===== src/rtl/evt_arb_pkg.sv =====
package evt_arb_pkg;

  typedef enum logic [1:0] {
    CLS_NMI   = 2'd0,
    CLS_IRQ   = 2'd1,
    CLS_FAULT = 2'd2,
    CLS_NONE  = 2'd3
  } evtClass_e;

  // strobes from control to datapath
  typedef struct packed {
    logic grant;       // take the current winner
    logic faultCapEn;  // fault requests may be captured
  } ctlStrobe_t;

  localparam logic [7:0] NMI_VECTOR = 8'd2;

  function automatic logic [7:0] faultVector(input int idx);
    case (idx)
      0: return 8'd4;
      1: return 8'd5;
      2: return 8'd10;
      3: return 8'd11;
      4: return 8'd12;
      5: return 8'd13;
      6: return 8'd14;
      7: return 8'd17;
      8: return 8'd16;
      9: return 8'd19;
      default: return 8'(20 + idx);
    endcase
  endfunction

endpackage


===== src/rtl/evt_arb_datapath.sv =====
module evt_arb_datapath
  import evt_arb_pkg::*;
#(
  parameter int NUM_IRQ  = 4,
  parameter int NUM_FLT  = 10,
  parameter int IRQ_BASE = 32
) (
  input  logic               clk,
  input  logic               rstN,
  input  ctlStrobe_t         strobes,
  input  logic               intEnable,
  input  logic               nmiReq,
  input  logic [NUM_IRQ-1:0] irqReq,
  input  logic [NUM_FLT-1:0] faultReq,
  output logic               anyEligible,
  output logic               grantValid,
  output logic [7:0]         grantVector,
  output logic [1:0]         grantClass
);

  logic               nmiPrev, nmiLatch, nmiRise;
  logic [NUM_IRQ-1:0] irqPrev, irqLatch, irqRise, irqElig, irqGrantMask;
  logic [NUM_FLT-1:0] faultPend;
  evtClass_e          winClass;
  logic [7:0]         winVector;

  assign nmiRise = nmiReq & ~nmiPrev;
  assign irqRise = irqReq & ~irqPrev;
  assign irqElig = irqLatch & {NUM_IRQ{intEnable}};

  // fixed priority: scan low classes first, higher classes override
  always_comb begin
    winClass     = CLS_NONE;
    winVector    = '0;
    irqGrantMask = '0;
    for (int i = NUM_FLT - 1; i >= 0; i--) begin
      if (faultPend[i]) begin
        winClass  = CLS_FAULT;
        winVector = faultVector(i);
      end
    end
    for (int i = NUM_IRQ - 1; i >= 0; i--) begin
      if (irqElig[i]) begin
        winClass        = CLS_IRQ;
        winVector       = 8'(IRQ_BASE + i);
        irqGrantMask    = '0;
        irqGrantMask[i] = 1'b1;
      end
    end
    if (nmiLatch) begin
      winClass     = CLS_NMI;
      winVector    = NMI_VECTOR;
      irqGrantMask = '0;
    end
  end

  assign anyEligible = (winClass != CLS_NONE);

  always_ff @(posedge clk) begin
    if (!rstN) begin
      nmiPrev     <= 1'b0;
      irqPrev     <= '0;
      nmiLatch    <= 1'b0;
      irqLatch    <= '0;
      faultPend   <= '0;
      grantValid  <= 1'b0;
      grantVector <= '0;
      grantClass  <= CLS_NONE;
    end else begin
      nmiPrev    <= nmiReq;
      irqPrev    <= irqReq;
      nmiLatch   <= (nmiLatch & ~(strobes.grant & (winClass == CLS_NMI))) | nmiRise;
      irqLatch   <= (irqLatch & ~(strobes.grant ? irqGrantMask : '0)) | irqRise;
      grantValid <= strobes.grant;
      if (strobes.grant) begin
        faultPend   <= '0;
        grantVector <= winVector;
        grantClass  <= winClass;
      end else if (strobes.faultCapEn) begin
        faultPend <= faultPend | faultReq;
      end
    end
  end

  assert_nmi_first_R2: assert property (@(posedge clk) disable iff (!rstN)
    (strobes.grant && nmiLatch) |=> (grantClass == CLS_NMI));

  assert_irq_masked_R5: assert property (@(posedge clk) disable iff (!rstN)
    (strobes.grant && !intEnable) |=> (grantClass != CLS_IRQ));

  assert_fault_drop_R9: assert property (@(posedge clk) disable iff (!rstN)
    strobes.grant |=> (faultPend == '0));

  for (genvar g = 0; g < NUM_IRQ; g++) begin : gIrqHold
    assert_irq_hold_R8: assert property (@(posedge clk) disable iff (!rstN)
      (irqLatch[g] && !(strobes.grant && irqGrantMask[g])) |=> irqLatch[g]);
  end

endmodule


===== src/rtl/evt_arb_control.sv =====
module evt_arb_control
  import evt_arb_pkg::*;
(
  input  logic       clk,
  input  logic       rstN,
  input  logic       seqReady,
  input  logic       anyEligible,
  input  logic       handlerRet,
  output ctlStrobe_t strobes,
  output logic       inHandler
);

  assign strobes.grant      = seqReady & anyEligible;
  assign strobes.faultCapEn = ~inHandler;

  always_ff @(posedge clk) begin
    if (!rstN)                inHandler <= 1'b0;
    else if (strobes.grant)   inHandler <= 1'b1;
    else if (handlerRet)      inHandler <= 1'b0;
  end

  assert_enter_handler_R9: assert property (@(posedge clk) disable iff (!rstN)
    (seqReady && anyEligible) |=> inHandler);

  assert_leave_handler_R9: assert property (@(posedge clk) disable iff (!rstN)
    (handlerRet && !anyEligible) |=> !inHandler);

endmodule


===== src/rtl/evt_prio_arbiter.sv =====
module evt_prio_arbiter
  import evt_arb_pkg::*;
#(
  parameter int NUM_IRQ  = 4,
  parameter int NUM_FLT  = 10,
  parameter int IRQ_BASE = 32
) (
  input  logic               clk,
  input  logic               rstN,
  input  logic               seqReady,
  input  logic               intEnable,
  input  logic               nmiReq,
  input  logic [NUM_IRQ-1:0] irqReq,
  input  logic [NUM_FLT-1:0] faultReq,
  input  logic               handlerRet,
  output logic               grantValid,
  output logic [7:0]         grantVector,
  output logic [1:0]         grantClass
);

  ctlStrobe_t strobes;
  logic       anyEligible;
  logic       inHandler;

  evt_arb_control uCtl (
    .clk         (clk),
    .rstN        (rstN),
    .seqReady    (seqReady),
    .anyEligible (anyEligible),
    .handlerRet  (handlerRet),
    .strobes     (strobes),
    .inHandler   (inHandler)
  );

  evt_arb_datapath #(
    .NUM_IRQ  (NUM_IRQ),
    .NUM_FLT  (NUM_FLT),
    .IRQ_BASE (IRQ_BASE)
  ) uDp (
    .clk         (clk),
    .rstN        (rstN),
    .strobes     (strobes),
    .intEnable   (intEnable),
    .nmiReq      (nmiReq),
    .irqReq      (irqReq),
    .faultReq    (faultReq),
    .anyEligible (anyEligible),
    .grantValid  (grantValid),
    .grantVector (grantVector),
    .grantClass  (grantClass)
  );

  assert_ready_gate_R6: assert property (@(posedge clk) disable iff (!rstN)
    grantValid |-> $past(seqReady));

  assert_idle_R10: assert property (@(posedge clk) disable iff (!rstN)
    !anyEligible |=> !grantValid);

endmodule


===== config.mk =====
export PLATFORM = sky130hd
export DESIGN_NAME = evt_prio_arbiter
export DESIGN_NICKNAME = d
export VERILOG_FILES = /design/src/rtl/evt_arb_pkg.sv /design/src/rtl/evt_arb_datapath.sv /design/src/rtl/evt_arb_control.sv /design/src/rtl/evt_prio_arbiter.sv
export SDC_FILE = /design/constraint.sdc
export NUM_CORES = 1
export LEC_CHECK = 0
export CAP_MARGIN = 10
export CORE_MARGIN = 1.5
export CORE_UTILIZATION = 32
export CTS_CLUSTER_SIZE = 16
export DETAILED_ROUTE_END_ITERATION = 10
export PLACE_DENSITY = 0.64
export SETUP_SLACK_MARGIN = 0.05
export SYNTH_ARGS = -nofsm -noshare
export SYNTH_HDL_FRONTEND = slang
export SYNTH_SLANG_ARGS = --single-unit

===== constraint.sdc =====
create_clock -name clk -period 3.8 [get_ports clk]
set_input_delay 0.57 -clock clk [delete_from_list [all_inputs] [get_ports clk]]
set_output_delay 0.57 -clock clk [all_outputs]
set_load 0.02 [all_outputs]

# Word-level counts from Yosys, hierarchy flattened
# Cells that the tools add are included.
[classes]
n_eq_ne = 1
mux = 38
bitwise = 15
n_reduce_logical = 3
[ops]
columns = ["cell", "count"]
rows = [
  ["two-way mux 5 bit", 10],
  ["two-way mux 6 bit", 5],
  ["two-way mux 4 bit", 6],
  ["bitwise AND 4 bit", 3],
  ["two-way mux 1 bit", 12],
  ["two-way mux 2 bit", 5],
  ["OR 10 bit", 1],
  ["inverter 4 bit", 2],
  ["bitwise AND 1 bit", 4],
  ["OR 4 bit", 1],
  ["inverter 1 bit", 3],
  ["zero test 2 bit", 1],
  ["!= test 2 bit (second input constant)", 1],
  ["nonzero test 2 bit", 1],
  ["OR reduction 2 bit", 1],
  ["OR 1 bit", 1],
]
[totals]
ff_bits = 32
out_inout_bits = 11
elab_cells = 66

# Depth between registers and ports, before layout
# Gate-level depths: netlist of the first run.
[logic_depth]
word_depth = 21
mapped_depth = 6
depth_no_buf = 5

# Cells and area by module
# From an unflattened synthesis of the first run, not the netlist that was laid out.
[unflattened]
cells_unflattened = 137
hier_area_um2 = 1214.9
[modules_own_cells]
columns = ["module", "instances", "cells_per_inst", "area_each_um2", "seq_area_each_um2"]
rows = [
  ["evt_arb_datapath", 1, 132, 1171.1, 580.6],
  ["evt_arb_control", 1, 5, 43.8, 20.0],
]

# Worst setup path after synthesis of the first run
# Ideal clock, no wire load.
[synth_timing]
path_kind = "reg-to-reg"
startpoint = "register uDp.irqLatch[1]"
endpoint = "register uDp.grantVector[5]"
setup_time_ns = 0.067
arrival_time_ns = 1.357
slack_ns = 2.375
stages_incl_launch_ff = 7
period_less_slack_ns = 1.425
cell_sequence = "dfxtp_1 -> or2_4 -> o31a_4 -> o21ai_4 -> buf_6 -> nand2_1 -> a21oi_2"
[synth_between]
elab_chain_cells = 6
[synth_rtl]
columns = ["element", "line_no", "text"]
rows = [
  ["start, declared", "evt_arb_datapath.sv:22", "logic [NUM_IRQ-1:0] irqPrev, irqLatch, irqRise, irqElig, irqGrantMask;"],
  ["start signal, assigned", "evt_arb_datapath.sv:73", "irqLatch <= (irqLatch & ~(strobes.grant ? irqGrantMask : '0)) | irqRise;"],
  ["bitwise AND 4 bit (*)", "evt_arb_datapath.sv:29", "assign irqElig = irqLatch & {NUM_IRQ{intEnable}};"],
  ["two-way mux 2 bit (2 in a row)", "evt_arb_datapath.sv:43", "if (irqElig[i]) begin"],
  ["two-way mux 2 bit", "evt_arb_datapath.sv:50", "if (nmiLatch) begin"],
  ["!= test 2 bit", "evt_arb_datapath.sv:57", "assign anyEligible = (winClass != CLS_NONE);"],
  ["bitwise AND 1 bit", "evt_arb_control.sv:13", "assign strobes.grant = seqReady & anyEligible;"],
  ["end signal, assigned", "evt_arb_datapath.sv:77", "grantVector <= winVector;"],
  ["end, declared", "evt_arb_datapath.sv:17", "output logic [7:0] grantVector,"],
]
# Mark *: on every way between the ends. The rest lies on a longest branch, timed or not.
# A chain may end at the register's enable or synchronous reset.

==> metrics.md, run 1 <==
| Metric | Value |
|---|---|
| Final antenna-violating net count | `0` |
| Critical Path Start | `rstN` |
| GRT met3 Usage | `around 4.8%` |
| R2R Path Start | `uDp.faultPend[9]` |
| Antenna violations before repair | `0` |
| Largest net degree at the start of global routing | `16` |
| Crit path max-delay cell type | `clkdlybuf4s50_1` |
| H-tree levels | `2` |
| Post-Syn Area | `around 1200 µm²` |
| Layout area overhead | `33.3%` |
| Register bit total from synthesis | `30` |
| Tcrit/Tclk final | `55.0%` |
| Worst EP arrival | `between 2000 and 2500 ps` |
| Final min period | `2090 ps` |
| RSZ-0062 raised after global routing | `no` |
| 1st-pass router iterations | `4` |
| Required @ worst endpoint | `4020 ps` |
| Remaining Overflow, GRT | `0` |
| Number of global-route vias before repair | `between 1000 and 1500` |
| Die height | `approximately 65 µm` |
| Post-synth top area share | `between 40% and 50%` |
| Crit end category | `flop` |
| Critical-path cell list | `clkdlybuf4s50_1 -> inv_1 -> nor4b_2 -> nand4b_1 -> nand2_1` |
| Cell Pwr Density | `between 400 and 500 nW/µm²` |
| WS Path Type | `primary input to flop` |
| ANT cells | `0` |
| Worst-skew pair later-pin latency | `between 200 and 300 ps` |
| Ports | `31` |
| First-pass GRT wire length | `roughly 4400 µm` |
| Max-slew headroom | `around 63%` |
| Post-Route Setup TNS | `0 ps` |
| CTS root buf | `clkbuf_8` |
| Switching power | `around 0.0002 W` |
| Core area | `3690 µm²` |
| Clk pwr share | `between 30% and 40%` |
| Comb pwr share | `18.3%` |
| Status | `finished clean` |
| WL final | `between 2000 and 3000 µm` |
| Fin. Hold Viols | `0` |
| Setup violators final | `0` |
| Fin util | `45.1%` |
| Longest Clk Path Bufs | `2` |
| Synth area leader | `dfxtp_1` |
| Die X | `around 65 µm` |
| Worst VDD drop | `about 0.00022 V` |
| Maximum clock frequency | `around 480 MHz` |
| P_int | `between 0.0005 and 0.0006 W` |
| Port bufs | `28` |
| Buf+Inv Stages, Crit Path | `2` |
| Vias per inst | `4.84` |
| Average size of a mapped cell | `a little under 9 µm²` |
| Most frequent cells in the layout | `dfxtp_1 (30), clkdlybuf4s50_1 (28), nor2_1 (19), a21oi_1 (15), o21ai_0 (10)` |
| Synthesis Warnings | `0` |
| Synth area leaders | `dfxtp_1 (48%), a21oi_1 (6.0%), nor2_1 (5.7%)` |
| Post-Syn Instances | `140` |
| Cts hold-fix bufs | `0` |
| Seq pwr share | `44.9%` |
| Clk pin slew, worst setup/hold paths | `60 ps` |
| Slew @ Worst Pin | `559 ps` |
| Crit path max-delay family | `buffers and inverters` |
| Tot GR Track Use | `13.6%` |
| Setup repair bufs after CTS | `0` |
| Count of pins over their slew limit | `0` |
| Switching Fraction | `25.6%` |
| Nets | `190` |
| Crit path launch type | `primary input` |
| Final Skew | `4.50 ps` |
| Netlist cell types | `40` |
| CTS tree | `built` |
| Worst Hold Launch | `uDp.irqPrev[3]` |
| M1 GR Usage | `about 16%` |
| Layout cells sized above 1 | `a little over a tenth` |
| CP peak stage delay | `between 800 and 900 ps` |
| Largest fanout on the critical path | `15` |
| Drt wl/cell | `about 12 µm` |
| Row count | `22` |
| CTS Buf Count | `5` |
| Register area share after synthesis | `48.1%` |
| HPWL Detailed | `roughly 1900 µm` |
| Max-Cap Viols | `0` |
| Commonest non-fill, non-tap cell in the layout | `dfxtp_1` |
| Overall Power | `between 0.0007 and 0.0008 W` |
| Final Wtd Congestion | `roughly 0.74` |
| Post-CTS sizing | `0` |
| Initial DRC count | `45` |
| Die area | `4280 µm²` |
| Met2 usage | `22.7%` |
| Initial Util | `around 34%` |
| Clock sinks | `30` |
| Vias | `1060` |
| Worst Hold Margin | `approximately 430 ps` |
| LEAKAGE | `~0.65 nW` |
| Busiest metal layer after global routing | `met2` |
| Hold Path Class | `flop to flop` |
| DRC | `0` |
Yosys cell counts:
master and n:
a21oi_2 1, a2bb2oi_1 1, nor3_2 1, and2_1 4, o21ai_4 1, nand4b_1 1, nor3b_1 1, nand2_4 1
o21ai_0 10, clkbuf_1 2, a21oi_1 15, o31a_4 1, o21ai_1 1, a211oi_1 2, buf_2 1, o2111ai_2 1
nand3_1 6, o21a_1 1, or2_2 1, nand4b_4 1, a32o_1 1, buf_4 2, conb_1 1, nand2_1 8
nand2b_1 3, nor2b_1 3, and2b_1 1, a211o_1 1, nand3b_1 1, nor3_1 3, dfxtp_1 30, or2_4 1
o311ai_0 1, nor4b_2 1, buf_6 1, nor4_1 1, o22ai_1 1, clkinv_1 1, nor2_1 19, inv_1 7
stage by stage:
step / area (µm²) / setup slack (ps) / cells
2_1_floorplan: 1250 / 2380 / 141
3_3_place_gp: 1550 / 1520 / 211
3_5_place_dp: 1550 / 1410 / 211
4_1_cts: 1660 / 1700 / 219
5_1_grt: 1660 / 1570 / 219
6_report: 1660 / 1710 / 219
area by class of cell:
class	instances	area (µm²)
well taps	48	60.1
flip-flops and latches	30	601
inverters	8	30.0
fillers	363	2030
repair buffers	28	280
clock buffers	8	110
multi-input cells	97	582
power by group through the flow:
| stage | clock network [W] | registers, W | logic (W) |
|---|---|---|---|
| floorplan | 0 | 0.000370 | 0.0000883 |
| global placement | 0 | 0.000364 | 0.000144 |
| detailed placement | 0 | 0.000365 | 0.000147 |
| CTS | 0.000302 | 0.000358 | 0.000147 |
| global route | 0.000322 | 0.000361 | 0.000160 |
| finish | 0.000294 | 0.000358 | 0.000146 |
sequential cells by signal, indices dropped and copies added, names as in the netlist:
register	cells
uDp.faultPend	10
uDp.grantVector	6
uDp.irqLatch	4
uDp.irqPrev	4
uDp.grantClass	2
uCtl.inHandler	1
uDp.grantValid	1
uDp.nmiLatch	1
uDp.nmiPrev	1
cells by family (layout without fill, tap and decap cells):
| logic type | Yosys count | after routing | synth area share [%] |
|---|---|---|---|
| flops | 30 | 30 | 48.1 |
| compound gates | 38 | 38 | 20.3 |
| buf+inv | 14 | 44 | 5.52 |
| other cells | 1 | 2 | 0.301 |
| simple gates | 57 | 57 | 25.8 |
layer usage:
metal,up-vias,part of all wire [%]
li1,535,-
met3,6,5.4
met5,-,0
met4,0,1.7
met2,24,47
met1,495,46
worst paths after layout:
check        slack, ps  depth (start not counted)            endpoint
max               1710                          5  uDp.grantVector[4]
min                430                          1     uDp.irqLatch[3]
max reg2reg       2070                          5  uDp.grantVector[0]
min reg2reg        430                          1     uDp.irqLatch[3]
No activity file was read; power rests on OpenSTA's default activity.
==> inputs of run 2 (changes only) <==
PLACE_DENSITY = 0.66   (was 0.64)
clock period = 1.8 ns   (was 3.8 ns; I/O delays follow)
==> metrics.md, run 2 (synthesis results as in run 1) <==
| Metric | Value |
|---|---|
| Critical-path cell list | `or2_4 -> o31a_4 -> o21ai_4 -> buf_12 -> nor2b_1 -> nor3_1` |
| Port bufs | `28 (unchanged)` |
| Initial Util | `33.8% (unchanged)` |
| Clk pin slew, worst setup/hold paths | `60 ps (about the same)` |
| LEAKAGE | `0.685 nW (+4.6%)` |
| Crit path launch type | `flop` |
| Setup violators final | `0 (unchanged)` |
| CTS tree | `built` |
| 1st-pass router iterations | `4 (unchanged)` |
| Max reg flops | `10 (unchanged)` |
| Required @ worst endpoint | `1960 ps (-2060 ps)` |
| Tcrit/Tclk final | `around 90%` |
| Final antenna-violating net count | `0 (unchanged)` |
| Die X | `65.4 µm (unchanged)` |
| CP peak stage delay | `340 ps (-480 ps)` |
| Hold worst-path end | `uDp.irqLatch[3]` |
| Worst EP arrival | `1770 ps (-540 ps)` |
| WS Path Type | `flop to flop` |
| Worst-case reg-to-reg path depth | `6 (+1)` |
| Vias per inst | `4.68 (-3.2%)` |
| Worst VDD drop | `0.000512 V (+130%)` |
| ANT cells | `0 (unchanged)` |
| Post-Route Setup TNS | `0 ps (unchanged)` |
| Core area | `3690 µm² (unchanged)` |
| H-tree levels | `2 (unchanged)` |
| Cell Pwr Density | `995 nW/µm² (+110%)` |
| Die height | `65.4 µm (unchanged)` |
| Clock sinks | `30 (unchanged)` |
| Largest net degree at the start of global routing | `15 (-1)` |
| CTS Buf Count | `5 (unchanged)` |
| RSZ-0062 raised after global routing | `no` |
| Ports | `31 (unchanged)` |
| Drt wl/cell | `12.2 µm (+3.1%)` |
| Worst Hold Launch | `uDp.irqPrev[3]` |
| Commonest non-fill, non-tap cell in the layout | `dfxtp_1` |
| Vias | `1049 (-1.0%)` |
| Final Wtd Congestion | `0.777 (+4.5%)` |
| WL final | `2730 µm (+5.5%)` |
| Status | `finished clean` |
| Final min period | `about 1600 ps` |
| Layout area overhead | `37.7%` |
| First-pass GRT wire length | `4800 µm (+8.3%)` |
| Crit end category | `flop` |
| Setup repair bufs after CTS | `0 (unchanged)` |
| Antenna violations before repair | `0 (unchanged)` |
| Internal reg-to-reg setup slack | `190 ps (-1880 ps)` |
| Die area | `4280 µm² (unchanged)` |
| Regs by FF count | `uDp.faultPend (10), uDp.grantVector (6)` |
| Worst-skew pair later-pin latency | `280 ps (about the same)` |
| Multi-input gate area | `587 µm² (+0.86%)` |
| Layout cells sized above 1 | `13.6% (+3.1 points)` |
| Hold Path Class | `flop to flop` |
| Row count | `22 (unchanged)` |
| Max-Cap Viols | `0 (unchanged)` |
| Largest Register | `uDp.faultPend` |
| R2R Path Start | `uDp.irqLatch[1]` |
| DRC | `0 (unchanged)` |
| Most frequent cells in the layout | `dfxtp_1 (30), clkdlybuf4s50_1 (28), nor2_1 (19), a21oi_1 (15), o21ai_0 (10)` |
| HPWL Detailed | `2060 µm (+7.1%)` |
| Register area | `601 µm² (unchanged)` |
| Hold path depth | `1 (unchanged)` |
| Initial DRC count | `40 (-11%)` |
| Buf+Inv Stages, Crit Path | `1 (-1)` |
| Remaining Overflow, GRT | `0 (unchanged)` |
| Maximum clock frequency | `roughly 620 MHz` |
| Fin. Hold Viols | `0 (unchanged)` |
| Nets | `195 (+2.6%)` |
| Crit path max-delay cell type | `dfxtp_1` |
| Final Skew | `5.02 ps (+0.523 ps)` |
| Crit path max-delay family | `compound AO/OA/AOI/OAI gates` |
| Worst Hold Margin | `433 ps (+2.87 ps)` |
| Number of global-route vias before repair | `1044 (+1.8%)` |
| Tot GR Track Use | `14.8% (+1.2 points)` |
| Count of pins over their slew limit | `0 (unchanged)` |
| Layout fillers | `383 (+5.5%)` |
| Largest fanout on the critical path | `10 (-5)` |
| Longest Clk Path Bufs | `2 (unchanged)` |
| RR Endpoint | `uDp.grantVector[1]` |
| CTS root buf | `clkbuf_8` |
[run 2: cell count changes in the layout (fill, tap and decap cells not counted)]
cell | before | now
buf_12 | 0 | 1
buf_4 | 0 | 4
nor3_1 | 3 | 2
nor3_2 | 1 | 2
[run 2: worst max path at each step]
stage | start | to | slack, ps | depth (start not counted)
2_1_floorplan | uDp.irqLatch[1] | uDp.grantVector[5] | 380 | 6
3_3_place_gp | intEnable | uDp.irqLatch[3] | 140 | 5
3_5_place_dp | intEnable | uDp.irqLatch[3] | 110 | 5
4_1_cts | uDp.faultPend[9] | uDp.grantVector[1] | 150 | 6
5_1_grt | uDp.nmiLatch | uDp.grantVector[1] | 70 | 6
6_report | uDp.irqLatch[1] | uDp.grantVector[1] | 190 | 6
[run 2: area by class of cell]
class / count / share of cell area [%]
flip-flops and latches: 30 / 35.0
multi-input cells: 97 / 34.2
repair buffers: 33 / 19.2
clock buffers: 8 / 6.41
well taps: 48 / 3.50
inverters: 8 / 1.75
[run 2: through the flow]
| stage | cells | total power [W] | setup slack, ps | util [%] | area [µm²] |
|---|---|---|---|---|---|
| floorplan | 141 | 0.000968 | 375 | - | 1250 |
| global placement | 216 | 0.00109 | 143 | 43.5 | 1600 |
| detailed placement | 216 | 0.00110 | 109 | 43.5 | 1600 |
| CTS | 224 | 0.00173 | 152 | 46.4 | 1710 |
| global route | 224 | 0.00181 | 72.8 | 46.6 | 1720 |
| finish | 224 | 0.00171 | 185 | 46.6 | 1720 |
[run 2: metal layers]
| layer | routed length, µm | GRT usage, % | vias to the layer above | part of all wire (%) |
|---|---|---|---|---|
| li1 | - | - | 543 | - |
| met1 | 1340 | 18.5 | 475 | 49 |
| met2 | 1200 | 22.3 | 26 | 44 |
| met3 | 133 | 5.31 | 5 | 4.9 |
| met4 | 55 | 7.81 | 0 | 2.0 |
| met5 | 0 | 0 | - | 0 |
[run 2: where the power goes]
group	internal (W)	switching (W)	total, W	leakage (nW)
combinational	0.000169	0.000159	0.000328	0.379
clock	0.000385	0.000238	0.000624	0.0575
sequential	0.000716	0.0000410	0.000757	0.248
[run 2: repair_timing]
action,in CTS,in global routing
gates resized for setup,0,1
endpoints found under the setup margin,0,1
hold buffers,0,0
